==> config.mk <==
export PLATFORM = sky130hd
export DESIGN_NAME = vec_base_unit
export DESIGN_NICKNAME = d
export VERILOG_FILES = /design/src/rtl/vbu_pkg.sv /design/src/rtl/vbu_access.sv /design/src/rtl/vbu_regbank.sv /design/src/rtl/vbu_target.sv /design/src/rtl/vec_base_unit.sv
export SDC_FILE = /design/constraint.sdc
export NUM_CORES = 1
export LEC_CHECK = 0
export BUFFER_PORTS_ARGS = -buffer_cell sky130_fd_sc_hd__buf_4
export CAP_MARGIN = 0
export CORE_ASPECT_RATIO = 1.4
export CORE_MARGIN = 2
export CORE_UTILIZATION = 50
export CTS_CLUSTER_SIZE = 30
export DETAILED_ROUTE_END_ITERATION = 8
export PLACE_DENSITY = 0.73
export SLEW_MARGIN = 10
export SYNTH_ARGS = -nofsm -noshare
export SYNTH_HDL_FRONTEND = slang
export SYNTH_SLANG_ARGS = --single-unit
==> constraint.sdc <==
create_clock -name clk -period 2.4 [get_ports clk]
set_clock_uncertainty 0.2 [all_clocks]
set_input_delay 0.24 -clock clk [delete_from_list [all_inputs] [get_ports clk]]
set_output_delay 0.24 -clock clk [all_outputs]
set_load 0.05 [all_outputs]
==> src/rtl/vbu_pkg.sv <==
package vbu_pkg;
  typedef enum logic [2:0] {
    EX_RST  = 3'd0,
    EX_UND  = 3'd1,
    EX_SVC  = 3'd2,
    EX_SMC  = 3'd3,
    EX_PABT = 3'd4,
    EX_DABT = 3'd5,
    EX_IRQ  = 3'd6,
    EX_FIQ  = 3'd7
  } exc_e;

  localparam int NUM_BANKS = 3;
  localparam int BK_SEC  = 0;
  localparam int BK_NSEC = 1;
  localparam int BK_MON  = 2;

  function automatic logic [4:0] vec_offset(exc_e t);
    case (t)
      EX_RST:  return 5'h00;
      EX_UND:  return 5'h04;
      EX_SVC:  return 5'h08;
      EX_SMC:  return 5'h08;
      EX_PABT: return 5'h0C;
      EX_DABT: return 5'h10;
      EX_IRQ:  return 5'h18;
      default: return 5'h1C;
    endcase
  endfunction
endpackage

==> src/rtl/vbu_access.sv <==
module vbu_access (
  input  logic       acc_valid,
  input  logic       acc_write,
  input  logic       acc_sel,
  input  logic       acc_secure,
  input  logic       acc_priv,
  input  logic       wr_lock,
  output logic [1:0] bank_idx,
  output logic       wr_en,
  output logic       rd_en,
  output logic       fault
);
  logic perm_ok;
  logic lock_hit;

  always_comb begin
    // banked register follows the world of the access; monitor is fixed
    if (acc_sel) bank_idx = 2'(vbu_pkg::BK_MON);
    else if (acc_secure) bank_idx = 2'(vbu_pkg::BK_SEC);
    else bank_idx = 2'(vbu_pkg::BK_NSEC);

    perm_ok  = acc_priv && (!acc_sel || acc_secure);
    lock_hit = acc_write && acc_secure && wr_lock;
    fault    = acc_valid && (!perm_ok || lock_hit);
    wr_en    = acc_valid && acc_write && !fault;
    rd_en    = acc_valid && !acc_write && !fault;
  end
endmodule

==> src/rtl/vbu_regbank.sv <==
module vbu_regbank #(
  parameter int AW  = 32,
  parameter int LSB = 5,
  parameter int NB  = 3
) (
  input  logic                 clk,
  input  logic                 rst,
  input  logic                 wr_en,
  input  logic [1:0]           wr_idx,
  input  logic [AW-1:LSB]      wr_data,
  output logic [NB-1:0][AW-1:0] bases
);
  for (genvar g = 0; g < NB; g++) begin : g_bank
    logic [AW-1:LSB] stored;
    always_ff @(posedge clk) begin
      if (rst) stored <= '0;
      else if (wr_en && (wr_idx == 2'(g))) stored <= wr_data;
    end
    assign bases[g] = {stored, {LSB{1'b0}}};
  end
endmodule

==> src/rtl/vbu_target.sv <==
module vbu_target #(
  parameter int          AW         = 32,
  parameter int          NB         = 3,
  parameter logic [31:0] HIVEC_BASE = 32'hFFFF_0000,
  parameter logic [31:0] RESET_ADDR = 32'h0000_0000
) (
  input  logic                  clk,
  input  logic                  rst,
  input  logic [NB-1:0][AW-1:0] bases,
  input  logic                  exc_valid,
  input  logic [2:0]            exc_type,
  input  logic                  exc_secure,
  input  logic                  exc_ext,
  input  logic                  hivec_en,
  input  logic                  route_irq,
  input  logic                  route_fiq,
  input  logic                  route_ext,
  output logic                  vec_valid,
  output logic [AW-1:0]         vec_addr
);
  import vbu_pkg::*;

  exc_e          kind;
  logic [AW-1:0] off;
  logic          to_mon;
  logic          is_abort;
  logic [AW-1:0] target;

  always_comb begin
    kind     = exc_e'(exc_type);
    off      = AW'(vec_offset(kind));
    is_abort = (kind == EX_PABT) || (kind == EX_DABT);
    to_mon   = (kind == EX_SMC)
            || ((kind == EX_IRQ) && route_irq)
            || ((kind == EX_FIQ) && route_fiq)
            || (is_abort && exc_ext && route_ext);
    if (to_mon) target = bases[BK_MON] + off;
    else if (hivec_en) target = AW'(HIVEC_BASE) + off;
    else if (kind == EX_RST) target = AW'(RESET_ADDR);
    else if (exc_secure) target = bases[BK_SEC] + off;
    else target = bases[BK_NSEC] + off;
  end

  always_ff @(posedge clk) begin
    if (rst) begin
      vec_valid <= 1'b0;
      vec_addr  <= '0;
    end else begin
      vec_valid <= exc_valid;
      if (exc_valid) vec_addr <= target;
    end
  end
endmodule

==> src/rtl/vec_base_unit.sv <==
module vec_base_unit #(
  parameter int          AW         = 32,
  parameter int          ALIGN_LSB  = 5,
  parameter logic [31:0] HIVEC_BASE = 32'hFFFF_0000,
  parameter logic [31:0] RESET_ADDR = 32'h0000_0000
) (
  input  logic          clk,
  input  logic          rst,
  input  logic          acc_valid,
  input  logic          acc_write,
  input  logic          acc_sel,
  input  logic [AW-1:0] acc_wdata,
  input  logic          acc_secure,
  input  logic          acc_priv,
  input  logic          wr_lock,
  output logic [AW-1:0] rd_data,
  output logic          undef_fault,
  input  logic          exc_valid,
  input  logic [2:0]    exc_type,
  input  logic          exc_secure,
  input  logic          exc_ext,
  input  logic          hivec_en,
  input  logic          route_irq,
  input  logic          route_fiq,
  input  logic          route_ext,
  output logic          vec_valid,
  output logic [AW-1:0] vec_addr
);
  localparam int NB = vbu_pkg::NUM_BANKS;

  logic [1:0]           bank_idx;
  logic                 wr_en, rd_en, fault;
  logic [NB-1:0][AW-1:0] bases;

  vbu_access u_access (
    .acc_valid (acc_valid),
    .acc_write (acc_write),
    .acc_sel   (acc_sel),
    .acc_secure(acc_secure),
    .acc_priv  (acc_priv),
    .wr_lock   (wr_lock),
    .bank_idx  (bank_idx),
    .wr_en     (wr_en),
    .rd_en     (rd_en),
    .fault     (fault)
  );

  vbu_regbank #(.AW(AW), .LSB(ALIGN_LSB), .NB(NB)) u_bank (
    .clk    (clk),
    .rst    (rst),
    .wr_en  (wr_en),
    .wr_idx (bank_idx),
    .wr_data(acc_wdata[AW-1:ALIGN_LSB]),
    .bases  (bases)
  );

  vbu_target #(.AW(AW), .NB(NB), .HIVEC_BASE(HIVEC_BASE), .RESET_ADDR(RESET_ADDR)) u_target (
    .clk       (clk),
    .rst       (rst),
    .bases     (bases),
    .exc_valid (exc_valid),
    .exc_type  (exc_type),
    .exc_secure(exc_secure),
    .exc_ext   (exc_ext),
    .hivec_en  (hivec_en),
    .route_irq (route_irq),
    .route_fiq (route_fiq),
    .route_ext (route_ext),
    .vec_valid (vec_valid),
    .vec_addr  (vec_addr)
  );

  always_ff @(posedge clk) begin
    if (rst) begin
      rd_data     <= '0;
      undef_fault <= 1'b0;
    end else begin
      undef_fault <= fault;
      if (acc_valid) rd_data <= rd_en ? bases[bank_idx] : '0;
    end
  end
endmodule

[Word-level counts from Yosys, hierarchy flattened]
Index checks and enable logic that the tools add are counted.
W data, S select, Z words.
Word-level totals
  word-level logic and storage cells: 59
  output and inout port bits: 66
  bits of input ports: 50
  register bits after elaboration: 147
Cells by class
  $lt $le $gt $ge: 1
  equality and inequality tests: 9
  add/sub/neg operators: 4
  multiplexer cells: 10
  reductions and logical operators: 28
Operators with widths (number)
  $mux W32: 6
  $add A32 B5 Y32: 3
  $bmux W32 S2: 1
  $pmux W5 S6: 1
  $add A17 B6 Y18 const A: 1
  $logic_and A1 B1 Y1: 15
  $eq A3 B3 Y1 const B: 4
  $eq A3 B2 Y1 const B: 2
  $logic_or A1 B1 Y1: 6
  $logic_not A1 Y1: 4
  $eq A3 B1 Y1 const B: 1
  $logic_not A3 Y1: 1
  $lt A2 B3 Y1 const B: 1
  $eq A2 B1 Y1 const B: 1
  $eq A2 B2 Y1 const B: 1
  $logic_not A2 Y1: 1
  $mux W2: 1
  $reduce_or A2 Y1: 1
  $mux W1: 1

[Depth between registers and ports, before layout]
Gate-level depths: netlist of the first run.
  depth in word-level cells: 9
  depth in mapped cells: 7
  gate-level depth less buffers: 4

[By module]
A second synthesis of the first run with hierarchy kept.
Unflattened totals
  cell total of the unflattened synthesis: 938
  area total of the unflattened synthesis: 8575.7 sq um
Modules (own cells, without submodules)
  vbu_target: instances 1, area each 3543.4 sq um, cells an instance 469, seq. area each 660.6 sq um
  vbu_regbank: instances 1, area each 3383.2 sq um, cells an instance 312, seq. area each 1621.6 sq um
  vec_base_unit: instances 1, area each 1582.8 sq um, cells an instance 148, seq. area each 660.6 sq um
  vbu_access: instances 1, area each 66.3 sq um, cells an instance 9, seq. area each 0.0 sq um

[Worst setup path after synthesis of the first run]
Ideal clock, no wire load.
  path type: input to register
  start: input port exc_type[2]
  end: register u_target.vec_addr[22]
  stages: 7
  setup time: 0.128 ns
  arrival time: 1.426 ns
  path buffers: 3
  path slack: 0.646 ns
  required time: 2.072 ns
  cells stage by stage: buf_2 -> and4b_4 -> a311o_1 -> buf_6 -> buf_6 -> a41oi_2 -> o21ai_1
Between the ends
  longest elaborated chain between the ends: 8
  elaborated cells on any way between the ends: 26
  those cells by class: 4 x add/sub; 7 x eq/ne; 5 x mux; 10 x reduce/logical
Ends and longest elaborated chain
  start: declaration: line vec_base_unit.sv:19  | input logic [2:0] exc_type,
  $eq A3 B2 Y1, on equally long branches: line vbu_pkg.sv:19, vbu_target.sv:33
  $reduce_or A2 Y1 (no line)
  $pmux W5 S6: line vbu_pkg.sv:19  | case (t)
  $add A32 B5 Y32, on equally long branches: line vbu_target.sv:41, vbu_target.sv:40
  $mux W32: line vbu_target.sv:40  | else if (exc_secure) target = bases[BK_SEC] + off;
  $mux W32: line vbu_target.sv:39  | else if (kind == EX_RST) target = AW'(RESET_ADDR);
  $mux W32: line vbu_target.sv:38  | else if (hivec_en) target = AW'(HIVEC_BASE) + off;
  $mux W32 (*): line vbu_target.sv:37  | if (to_mon) target = bases[BK_MON] + off;
  end signal: assignment: line vbu_target.sv:50  | if (exc_valid) vec_addr <= target;
  end: declaration: line vbu_target.sv:19  | output logic [AW-1:0] vec_addr
Every way passes the cells marked *; elsewhere a longest branch is shown, timed or not.
A chain may end at the register's enable or synchronous reset.

[Final worst setup path of the first run]
  start: input port exc_type[2]
  end: register u_target.vec_addr[31]
Same word-level chain as after synthesis.

==> impl_metrics.json, run 1 <==
{
  "ant_nets": 0,
  "drive_gt1_frac": 0.1983,
  "routed_via_density": 5.628,
  "required_ns": 2.47,
  "rows": 49,
  "ys_seq_elements": 140,
  "cts_tree": "yes",
  "hold_path_class": "in -> reg",
  "drt_iter0_drc": 403,
  "cts_resized": 0,
  "portBuffers": 103,
  "wirelength_microns": 18380,
  "diodes": 0,
  "drv_slew": 0,
  "root_buffer": "clkbuf_16",
  "fp.dieW_microns": 100.4,
  "place_ws_ns": 0.5183,
  "critical_path_arrival_ns": 2.10,
  "rsz0062_at_grt": "false",
  "setup_tns_ns": 0,
  "grt_overflow_total": 0,
  "period_minus_slack_ns": 2.026,
  "path_max_fanout": 27,
  "hpwl_microns": 11420,
  "grt.total_usage": 0.2642,
  "fin_crit_sh": 0.8442,
  "placed_cells": 1023,
  "cts.path.max_buffers": 2,
  "min_from": "exc_type[1]",
  "synthDistinctLibCells": 37,
  "crit_family": "buffers and inverters",
  "syn_area_per_cell_sq_um": 8.005,
  "setup_viol": 0,
  "clock_sinks": 140,
  "grt_pass1_wl_microns": 29010,
  "power.density_nw_per_um2": 698.4,
  "cp_num_buf_inv": 3,
  "wl_per_cell_microns": 16.93,
  "num_vias": 6112,
  "antenna_found_initial": 0,
  "status": "completed",
  "clk_latency_ns": 0.42,
  "max_freq_mhz": 493.6,
  "core_sq_um": 12750,
  "num-nets-final": 970,
  "cts-buffers-inserted": 17,
  "synth.cell_area_sq_um": 6500,
  "endpoint_kind": "flop",
  "path_common_cell": "buf_4",
  "crit_chain": "dlygate4sd3_1, buf_4, and4b_4, a311o_1, buf_4, a41oi_1, o21ai_0",
  "hold_violations": 0,
  "worstMarginPinSlew_ns": 0.6135,
  "die_area_sq_um": 13940,
  "gp_congestion": 0.7950,
  "worst_r2r_path_depth": 4,
  "postSynthCellCount": 812,
  "worstHoldEndpoint": "u_target.vec_addr[3]",
  "htreeDepth": 4,
  "clk_pin_slew_ns": 0.06,
  "relSlewSlack": 0.5900,
  "drt_first_pass_iters": 5,
  "grt_max_degree": 128,
  "pin_count": 116,
  "max_stage_delay_ns": 0.54,
  "finalNonFillerCells": 1086,
  "grt_pass1_vias": 5793,
  "die_h_microns": 138.9,
  "maxCapViolCount": 0,
  "ys_seq_area_frac": 0.4312,
  "initial_core_util": 0.5097,
  "syn_to_final_growth_pct": 27.72,
  "leakage_nw": 3.113,
  "reg2reg_setup_slack_ns": 1.02,
  "ir_drop_mv": 0.4629,
  "r2r_start": "u_bank.g_bank[0].stored[23]",
  "cp_slowest_cell": "dlygate4sd3_1",
  "min_path_cells": 3,
  "r2r-end": "rd_data[23]",
  "setup_ws_ns": 0.3740,
  "drc_errors": 0,
  "cp-start-kind": "input pin",
  "yosysWarningCount": 0,
  "path_class": "in -> reg"
}
==> per-stage QoR <==
| stage | cell area, sq um | hold WS [ns] | power (mW) | util |
|---|---|---|---|---|
| global placement | 7366 | 0.2538 | 3.024 | 0.5776 |
| floorplan | 6523 | 0.1760 | 2.825 | - |
| detailed placement | 7366 | 0.2578 | 3.027 | 0.5776 |
| global route | 8302 | 0.05823 | 5.958 | 0.6510 |
| CTS | 8302 | 0.01051 | 5.816 | 0.6510 |
| finish | 8302 | 0.02131 | 5.798 | 0.6510 |
==> cell families (layout without fill, tap and decap cells) <==
logic type | count (synthesis) | count (layout) | synth area share
AND/OR/NAND/NOR | 293 | 293 | 0.2121
AO/OA/AOI/OAI | 242 | 242 | 0.2121
flip-flops | 140 | 140 | 0.4312
buffers and inverters | 81 | 196 | 0.05736
multiplexers | 54 | 54 | 0.08527
other | 1 | 7 | 0.0005769
XOR/XNOR | 1 | 1 | 0.001348
==> routing by layer <==
metal / wire length [microns] / part of all wire / vias to the layer above / GRT usage
met5: 0 / 0 / - / 0
met3: 906 / 0.049 / 35 / 0.04536
met2: 9586 / 0.52 / 185 / 0.4740
met4: 677 / 0.037 / 0 / 0.1204
met1: 7211 / 0.39 / 2902 / 0.2997
li1: - / - / 2990 / -
==> synth_stat cells <==
library cell | n | area share
clkbuf_1 | 45 | 0.026
and4b_4 | 1 | 0.0021
a41oi_1 | 7 | 0.0094
a311oi_1 | 1 | 0.0013
nand4b_1 | 2 | 0.0027
conb_1 | 1 | 0.00058
xnor2_1 | 1 | 0.0013
nand2b_1 | 57 | 0.055
a21oi_1 | 111 | 0.085
nor3b_1 | 16 | 0.018
nand3b_1 | 1 | 0.0012
and3b_1 | 1 | 0.0013
a311oi_2 | 1 | 0.0023
mux2i_1 | 43 | 0.066
and3_1 | 3 | 0.0029
o21ai_0 | 87 | 0.067
nor3_2 | 1 | 0.0015
nor2_1 | 19 | 0.011
and4b_1 | 2 | 0.0031
buf_4 | 8 | 0.0092
inv_1 | 3 | 0.0017
o211ai_1 | 1 | 0.0012
a31oi_1 | 11 | 0.011
buf_2 | 17 | 0.013
a311o_1 | 1 | 0.0015
a41oi_2 | 9 | 0.023
nor3_1 | 1 | 0.00077
nand3_1 | 14 | 0.011
nor2_2 | 1 | 0.00096
clkbuf_2 | 2 | 0.0015
buf_6 | 2 | 0.0035
mux2_2 | 11 | 0.019
o21ai_1 | 11 | 0.0085
a211oi_1 | 2 | 0.0023
nand2_1 | 174 | 0.10
dfxtp_1 | 140 | 0.43
buf_1 | 4 | 0.0023
==> worst max-delay path by stage <==
stage                     cells past startpoint         from  slack [ns]                    end
after floorplan                               7  exc_type[2]        0.65  u_target.vec_addr[22]
after global placement                        6  exc_type[1]        0.54  u_target.vec_addr[18]
after detailed placement                      6  exc_type[1]        0.52  u_target.vec_addr[19]
after CTS                                     7  exc_type[2]        0.41  u_target.vec_addr[31]
after global routing                          7  exc_type[2]        0.29  u_target.vec_addr[21]
final                                         7  exc_type[2]        0.37  u_target.vec_addr[31]
==> where the power goes <==
part	switching [mW]	leakage (nW)	internal, mW	total (mW)
sequential	0.0287	1.13	2.37	2.40
clock	0.992	0.306	1.79	2.78
combinational	0.403	1.67	0.222	0.625
==> flip-flops by register name (all words and copies together) (netlist names) <==
| signal | flops |
|---|---|
| undef_fault | 1 |
| u_target.vec_valid | 1 |
| u_bank.g_bank.stored | 81 |
| rd_data | 27 |
| u_target.vec_addr | 30 |
==> placed cells by master, fill, tap and decap left out, drive strengths merged <==
master / n
o21ai: 98
clkinvlp: 2
mux2: 11
buf: 130
inv: 3
a21oi: 111
mux2i: 43
a311o: 1
a31oi: 11
a41oi: 16
nand3b: 1
a311oi: 2
conb: 7
dlygate4sd3: 31
nand2b: 57
nor3b: 16
nand3: 14
and3b: 1
bufinv: 4
clkinv: 6
nor3: 2
dfxtp: 140
nor2: 20
nand4b: 2
xnor2: 1
o211ai: 1
and4b: 3
a211oi: 2
clkbuf: 20
nand2: 174
and3: 3
==> worst reg2reg max path: cells and delay by family, from the launching register on <==
family / cells / cell delay (ns)
flip-flops: 1 / 0.34
AND/OR/NAND/NOR: 1 / 0.11
AO/OA/AOI/OAI: 2 / 0.59
multiplexers: 1 / 0.07
==> cell type report <==
type,count,area [sq um]
Tap cell,153,191.4
Timing Repair Buffer,161,1324
Clock buffer,20,456.7
Multi-Input combinational cell,597,3347
Clock inverter,12,168.9
Inverter,3,11.26
Sequential cell,140,2803
Fill cell,1164,4451
==> timing repair <==
action                    in CTS  in global routing
setup buffers                  0                  0
hold endpoints to repair      84                  0
hold buffers                  31                  0
Note: power is estimated with default switching activity, not from simulation.
==> run 2: changes to the inputs <==
Settings changed: ABC_AREA set to 1, PLACE_DENSITY 0.73 to 0.75.
Clock period 2.4 ns to 1.75 ns, I/O delays scaled along.
==> run 2 against run 1 <==
Effect of this change: worst setup slack lost 0.25 ns; critical endpoint is now u_target.vec_addr[13]; synthesized cell count grew 30%; largest cell class unchanged; total power grew 41%; clock power grew 33%; sequential share of layout area shrank 1.2 points.
==> impl_metrics.json, run 2 <==
{
  "min_from": "exc_valid",
  "wl_per_cell_microns": 13.49,
  "path_common_cell": "nand2_1",
  "cp-start-kind": "input pin",
  "fp.dieW_microns": 102.1,
  "grt_pass1_vias": 6196,
  "cp_num_buf_inv": 5,
  "hpwl_microns": 11610,
  "p_sw_mw": 2.120,
  "antenna_found_initial": 0,
  "clkPwrFrac": 0.453,
  "power.density_nw_per_um2": 950.2,
  "place_ws_ns": 0.08284,
  "drv_slew": 0,
  "clock_sinks": 140,
  "num-nets-final": 1226,
  "cts-buffers-inserted": 17,
  "clk_latency_ns": 0.41,
  "ant_nets": 0,
  "setup_ws_ns": 0.1274,
  "largest_register_ffs": 81,
  "cp_slowest_cell": "dlygate4sd3_1",
  "r2r_start": "u_bank.g_bank[1].stored[30]",
  "critical_path_arrival_ns": 1.73,
  "yosysTopAreaCell": "dfxtp_1",
  "die_area_sq_um": 14440,
  "sequentialPowerShare": 0.409,
  "gp_congestion": 0.8333,
  "ys_seq_area_frac": 0.4157,
  "cts_tree": "yes",
  "drt_first_pass_iters": 5,
  "final_cell_mix": "nand2_1 (337), nor2_1 (211), dfxtp_1 (140)",
  "clk_pin_slew_ns": 0.06,
  "worst_r2r_path_depth": 8,
  "rows": 50,
  "final_common_cell": "nand2_1",
  "synthDistinctLibCells": 26,
  "min_path_cells": 3,
  "ys_seq_elements": 140,
  "period_minus_slack_ns": 1.623,
  "num_vias": 6701,
  "die_h_microns": 141.4,
  "endpoint_kind": "flop",
  "grt_pass1_wl_microns": 29690,
  "syn_area_per_cell_sq_um": 6.385,
  "root_buffer": "clkbuf_16",
  "initial_core_util": 0.5084,
  "rsz0062_at_grt": "false",
  "wirelength_microns": 18500,
  "postPlaceCellArea_sq_um": 7690,
  "reg2reg_setup_slack_ns": 0.56,
  "pin_count": 116,
  "max_freq_mhz": 616.3,
  "synth.cell_area_sq_um": 6743,
  "grt_max_degree": 66,
  "yosysWarningCount": 0,
  "reg_top3": "u_bank.g_bank.stored (81), u_target.vec_addr (30), rd_data (27)",
  "ir_drop_mv": 0.6192,
  "regMostFlops": "u_bank.g_bank.stored",
  "worstHoldEndpoint": "u_target.vec_addr[2]",
  "drc_errors": 0,
  "required_ns": 1.86,
  "fin_crit_sh": 0.9272,
  "crit_family": "buffers and inverters",
  "grt.total_usage": 0.2614,
  "synthFlopType": "dfxtp_1",
  "postSynthCellCount": 1056,
  "synth_edf_count": 0,
  "setup_tns_ns": 0,
  "path_max_fanout": 11,
  "yosysTopAreaCellShare": 0.4157,
  "synthTopCellsByCount": "nand2_1 (337), nor2_1 (211), dfxtp_1 (140), inv_1 (114), a21oi_1 (66)",
  "max_stage_delay_ns": 0.54,
  "routed_via_density": 4.888,
  "synthTopCellsByArea": "dfxtp_1 (42%), nand2_1 (19%), nor2_1 (12%)",
  "drive_gt1_frac": 0.1472,
  "status": "completed",
  "drt_iter0_drc": 320,
  "leakage_nw": 4.180,
  "diodes": 0,
  "power_frac_comb": 0.138,
  "p_sw_frac": 0.2590,
  "synth.most_common_cell": "nand2_1",
  "maxCapViolCount": 0,
  "synth-async-reset-ratio": 0,
  "internal-power_mw": 6.065,
  "syn_to_final_growth_pct": 27.74,
  "setup_viol": 0,
  "crit_cells": 11,
  "core_sq_um": 13260,
  "portBuffers": 103,
  "htreeDepth": 4,
  "hold_path_class": "in -> reg",
  "path_class": "in -> reg",
  "design_area_sq_um": 8613,
  "grt_overflow_total": 0,
  "crit_chain": "dlygate4sd3_1, buf_4, inv_1, nand3_4, nand2_1, buf_4, nor2_1, nand2_1, nand3_1, nand2_1, inv_1",
  "hold_violations": 0,
  "cts.path.max_buffers": 2,
  "r2r-end": "u_target.vec_addr[30]"
}
==> run 2: worst max-delay path by stage <==
stage | slack, ns | to | start
floorplan | 0.37 | u_bank.g_bank[2].stored[10] | acc_sel
global placement | 0.07 | u_target.vec_addr[31] | exc_secure
detailed placement | 0.08 | u_target.vec_addr[16] | exc_secure
CTS | 0.06 | u_target.vec_addr[16] | exc_type[2]
global route | 0.02 | u_target.vec_addr[29] | exc_type[0]
finish | 0.13 | u_target.vec_addr[13] | exc_type[0]
==> run 2: worst reg2reg max path, cell delays in order (launching register included) <==
cell and delay [ns]:
dfxtp_1 0.34, inv_1 0.06, o21ai_0 0.19, nand2_1 0.08, nand2_1 0.06, nand2_1 0.05, nand3_1 0.06, nand2_1 0.05
inv_1 0.05
==> run 2: kinds of logic after synthesis <==
family | share of synthesized area
AND/OR/NAND/NOR | 0.3401
buffers and inverters | 0.1240
AO/OA/AOI/OAI | 0.1197
flip-flops | 0.4157
other | 0.0005562
==> run 2: area by class of cell <==
class,instances,area (sq um)
flip-flops and latches,140,2803
clock inverters,7,110.1
repair buffers,162,1406
fillers,1237,4649
multi-input cells,739,3134
inverters,116,436.7
well taps,182,227.7
clock buffers,25,495.5
==> run 2: per-stage QoR <==
step           cells  utilization  hold slack [ns]  power (mW)
2_1_floorplan   1062            -          0.09955       4.110
3_3_place_gp    1308       0.5798           0.2187       4.468
3_5_place_dp    1308       0.5798           0.2269       4.477
4_1_cts         1372       0.6496          0.01635       8.204
5_1_grt         1371       0.6494          0.05041       8.474
6_report        1371       0.6494          0.03141       8.185
==> run 2: what timing repair did <==
item                       in CTS  in global routing
setup buffers                   0                  0
hold endpoints to repair       94                  0
setup endpoints to repair       0                 17
resized for setup               0                  2
hold buffers                   32                  0
==> run 2: metal layers <==
layer  up-vias  wire length (microns)  track usage
met5         -                      0            0
met4         0                    594       0.1179
met3        38                    882      0.04384
met2       205                   9365       0.4526
met1      3006                   7658       0.3128
li1       3452                      -            -
==> run 2: power by group through the flow <==
stage          clock network (mW)  logic, mW  registers, mW
4_1_cts                      3.73       1.12           3.35
3_3_place_gp                    0       1.05           3.41
6_report                     3.71       1.13           3.35
3_5_place_dp                    0       1.06           3.42
5_1_grt                      3.89       1.22           3.36
2_1_floorplan                   0      0.514           3.60
==> run 3: changes to the inputs <==
Settings changed: CTS_BUF_LIST set to sky130_fd_sc_hd__clkbuf_4, GPL_TIMING_DRIVEN set to 0.
==> run 3 against run 2 <==
Effect of this change: the flow now finishes with violations (negative hold slack); combinational power rose by 4%; utilization fell by 0.58 points; worst setup slack got worse by 0.035 ns; worst hold slack got worse by 0.17 ns; via count rose by 5.4%; global-route usage rose by 3.6 points; routed wire length rose by 15%; first-iteration DRC count rose by 58%; largest cell class unchanged.
==> impl_metrics.json, run 3 (synthesis results as in run 2) <==
{
  "rows": 50,
  "setup_ws_ns": 0.09195,
  "cp-start-kind": "input pin",
  "p_sw_mw": 2.103,
  "max_stage_delay_ns": 0.62,
  "die_area_sq_um": 14440,
  "drv_slew": 0,
  "syn_to_final_growth_pct": 26.61,
  "period_minus_slack_ns": 1.658,
  "final_common_cell": "nand2_1",
  "post_cts_buffers": 0,
  "wirelength_microns": 21280,
  "grt.total_usage": 0.2974,
  "num-nets-final": 1274,
  "critical_path_arrival_ns": 1.95,
  "drt_iter0_drc": 506,
  "grt_max_degree": 17,
  "timing.hold.ws_ns": -0.1397,
  "placed_cells": 1344,
  "setup_tns_ns": 0,
  "place_ws_ns": -0.1535,
  "routed_via_density": 4.973,
  "fin_crit_sh": 0.9475,
  "grt_overflow_total": 0,
  "cp_slowest_cell": "dlygate4sd3_1",
  "fill_cells": 1272,
  "finalPower_mw": 7.061,
  "cts_hold_buf": 43,
  "clock_sinks": 140,
  "path_max_fanout": 3,
  "final_cell_mix": "nand2_1 (337), nor2_1 (211), dfxtp_1 (140)",
  "internal-power_mw": 4.959,
  "root_buffer": "clkbuf_4",
  "hpwl_microns": 14340,
  "setup_viol": 0,
  "design_area_sq_um": 8537,
  "p_sw_frac": 0.2978,
  "grt_pass1_wl_microns": 32550,
  "clkPwrFrac": 0.359,
  "final_core_util": 0.6437,
  "initial_core_util": 0.5084,
  "max_freq_mhz": 603.1,
  "maxCapViolCount": 0,
  "grt_pass1_vias": 6483,
  "endpoint_kind": "flop",
  "drive_gt1_frac": 0.1536,
  "worstMarginPinSlew_ns": 0.6980,
  "pin_count": 116,
  "cts.path.max_buffers": 2,
  "crit_chain": "buf_4, inv_1, nand2_1, nand3_1, dlygate4sd3_1, nand3_1, dlygate4sd3_1, a21oi_1",
  "cts-buffers-inserted": 17,
  "required_ns": 2.04,
  "wl_per_cell_microns": 14.98,
  "portBuffers": 100,
  "power_frac_comb": 0.168,
  "ir_drop_mv": 0.5322,
  "regMostFlops": "u_bank.g_bank.stored",
  "hold_violations": 7,
  "postPlaceCellArea_sq_um": 7744,
  "gp_congestion": 0.8927,
  "sequentialPowerShare": 0.474,
  "clk_latency_ns": 0.56,
  "cts_tree": "yes",
  "power.density_nw_per_um2": 827.1,
  "finalNonFillerCells": 1420,
  "ant_nets": 0,
  "die_h_microns": 141.4,
  "core_sq_um": 13260,
  "clk_pin_slew_ns": 0.13,
  "hold_path_class": "in -> reg",
  "reg_top3": "u_bank.g_bank.stored (81), u_target.vec_addr (30), rd_data (27)",
  "num_vias": 7061,
  "largest_register_ffs": 81,
  "violations": "negative hold slack",
  "leakage_nw": 4.148,
  "drt_first_pass_iters": 7,
  "drc_errors": 0,
  "status": "complete, but fails checks",
  "antenna_found_initial": 1,
  "fp.dieW_microns": 102.1,
  "htreeDepth": 4,
  "path_class": "in -> reg",
  "relSlewSlack": 0.5346
}
-- run 3: cell types whose count changed in the layout (fill, tap and decap cells not counted), sizes merged --
cell	previous run	this run
buf	131	138
diode	0	1
clkinvlp	0	4
dlygate4sd3	31	43
clkinv	6	7
inv	114	115
bufinv	3	5
clkbuf	25	46
-- run 3: critical path: cells and delay by family --
| family | cells | cell delay [ns] |
|---|---|---|
| AND/OR/NAND/NOR | 3 | 0.26 |
| buffers and inverters | 4 | 1.39 |
| AO/OA/AOI/OAI | 1 | 0.13 |
-- run 3: layout make-up --
type / count / area, sq um / area share
multi-input cells: 739 / 3127 / 0.3663
flip-flops and latches: 140 / 2803 / 0.3283
repair buffers: 143 / 1181 / 0.1384
inverters: 116 / 436.7 / 0.05115
plain buffers: 67 / 410.4 / 0.04807
well taps: 182 / 227.7 / 0.02667
clock inverters: 15 / 221.5 / 0.02594
clock buffers: 17 / 127.6 / 0.01495
diodes: 1 / 2.502 / 0.0002931
-- run 3: power by group through the flow --
stage | combinational [mW] | clock [mW] | sequential, mW
floorplan | 0.514 | 0 | 3.60
global placement | 1.07 | 0 | 3.41
detailed placement | 1.08 | 0 | 3.41
CTS | 1.17 | 2.55 | 3.34
global route | 1.27 | 2.68 | 3.36
finish | 1.18 | 2.53 | 3.34
-- run 3: per-layer routing --
layer  up-vias  share of wire  GRT usage
met4         0          0.039     0.1319
met5         -              0          0
li1       3561              -          -
met1      3139           0.40     0.3538
met2       292           0.50     0.5190
met3        69          0.063    0.04926
-- run 3: timing repair --
item | CTS | global route
resized for setup | 0 | 13
setup endpoints to repair | 0 | 83
hold endpoints to repair | 136 | 7
-- run 3: final timing paths --
path                                                  start  slack, ns  cells after the start                     endpoint
worst min register to register  u_bank.g_bank[1].stored[14]       0.27                      2  u_bank.g_bank[1].stored[14]
worst max-delay path                            exc_type[0]       0.09                      8         u_target.vec_addr[2]
worst min-delay path                              acc_write      -0.14                      5                   rd_data[9]
worst max register to register  u_bank.g_bank[0].stored[14]       0.48                      8        u_target.vec_addr[14]
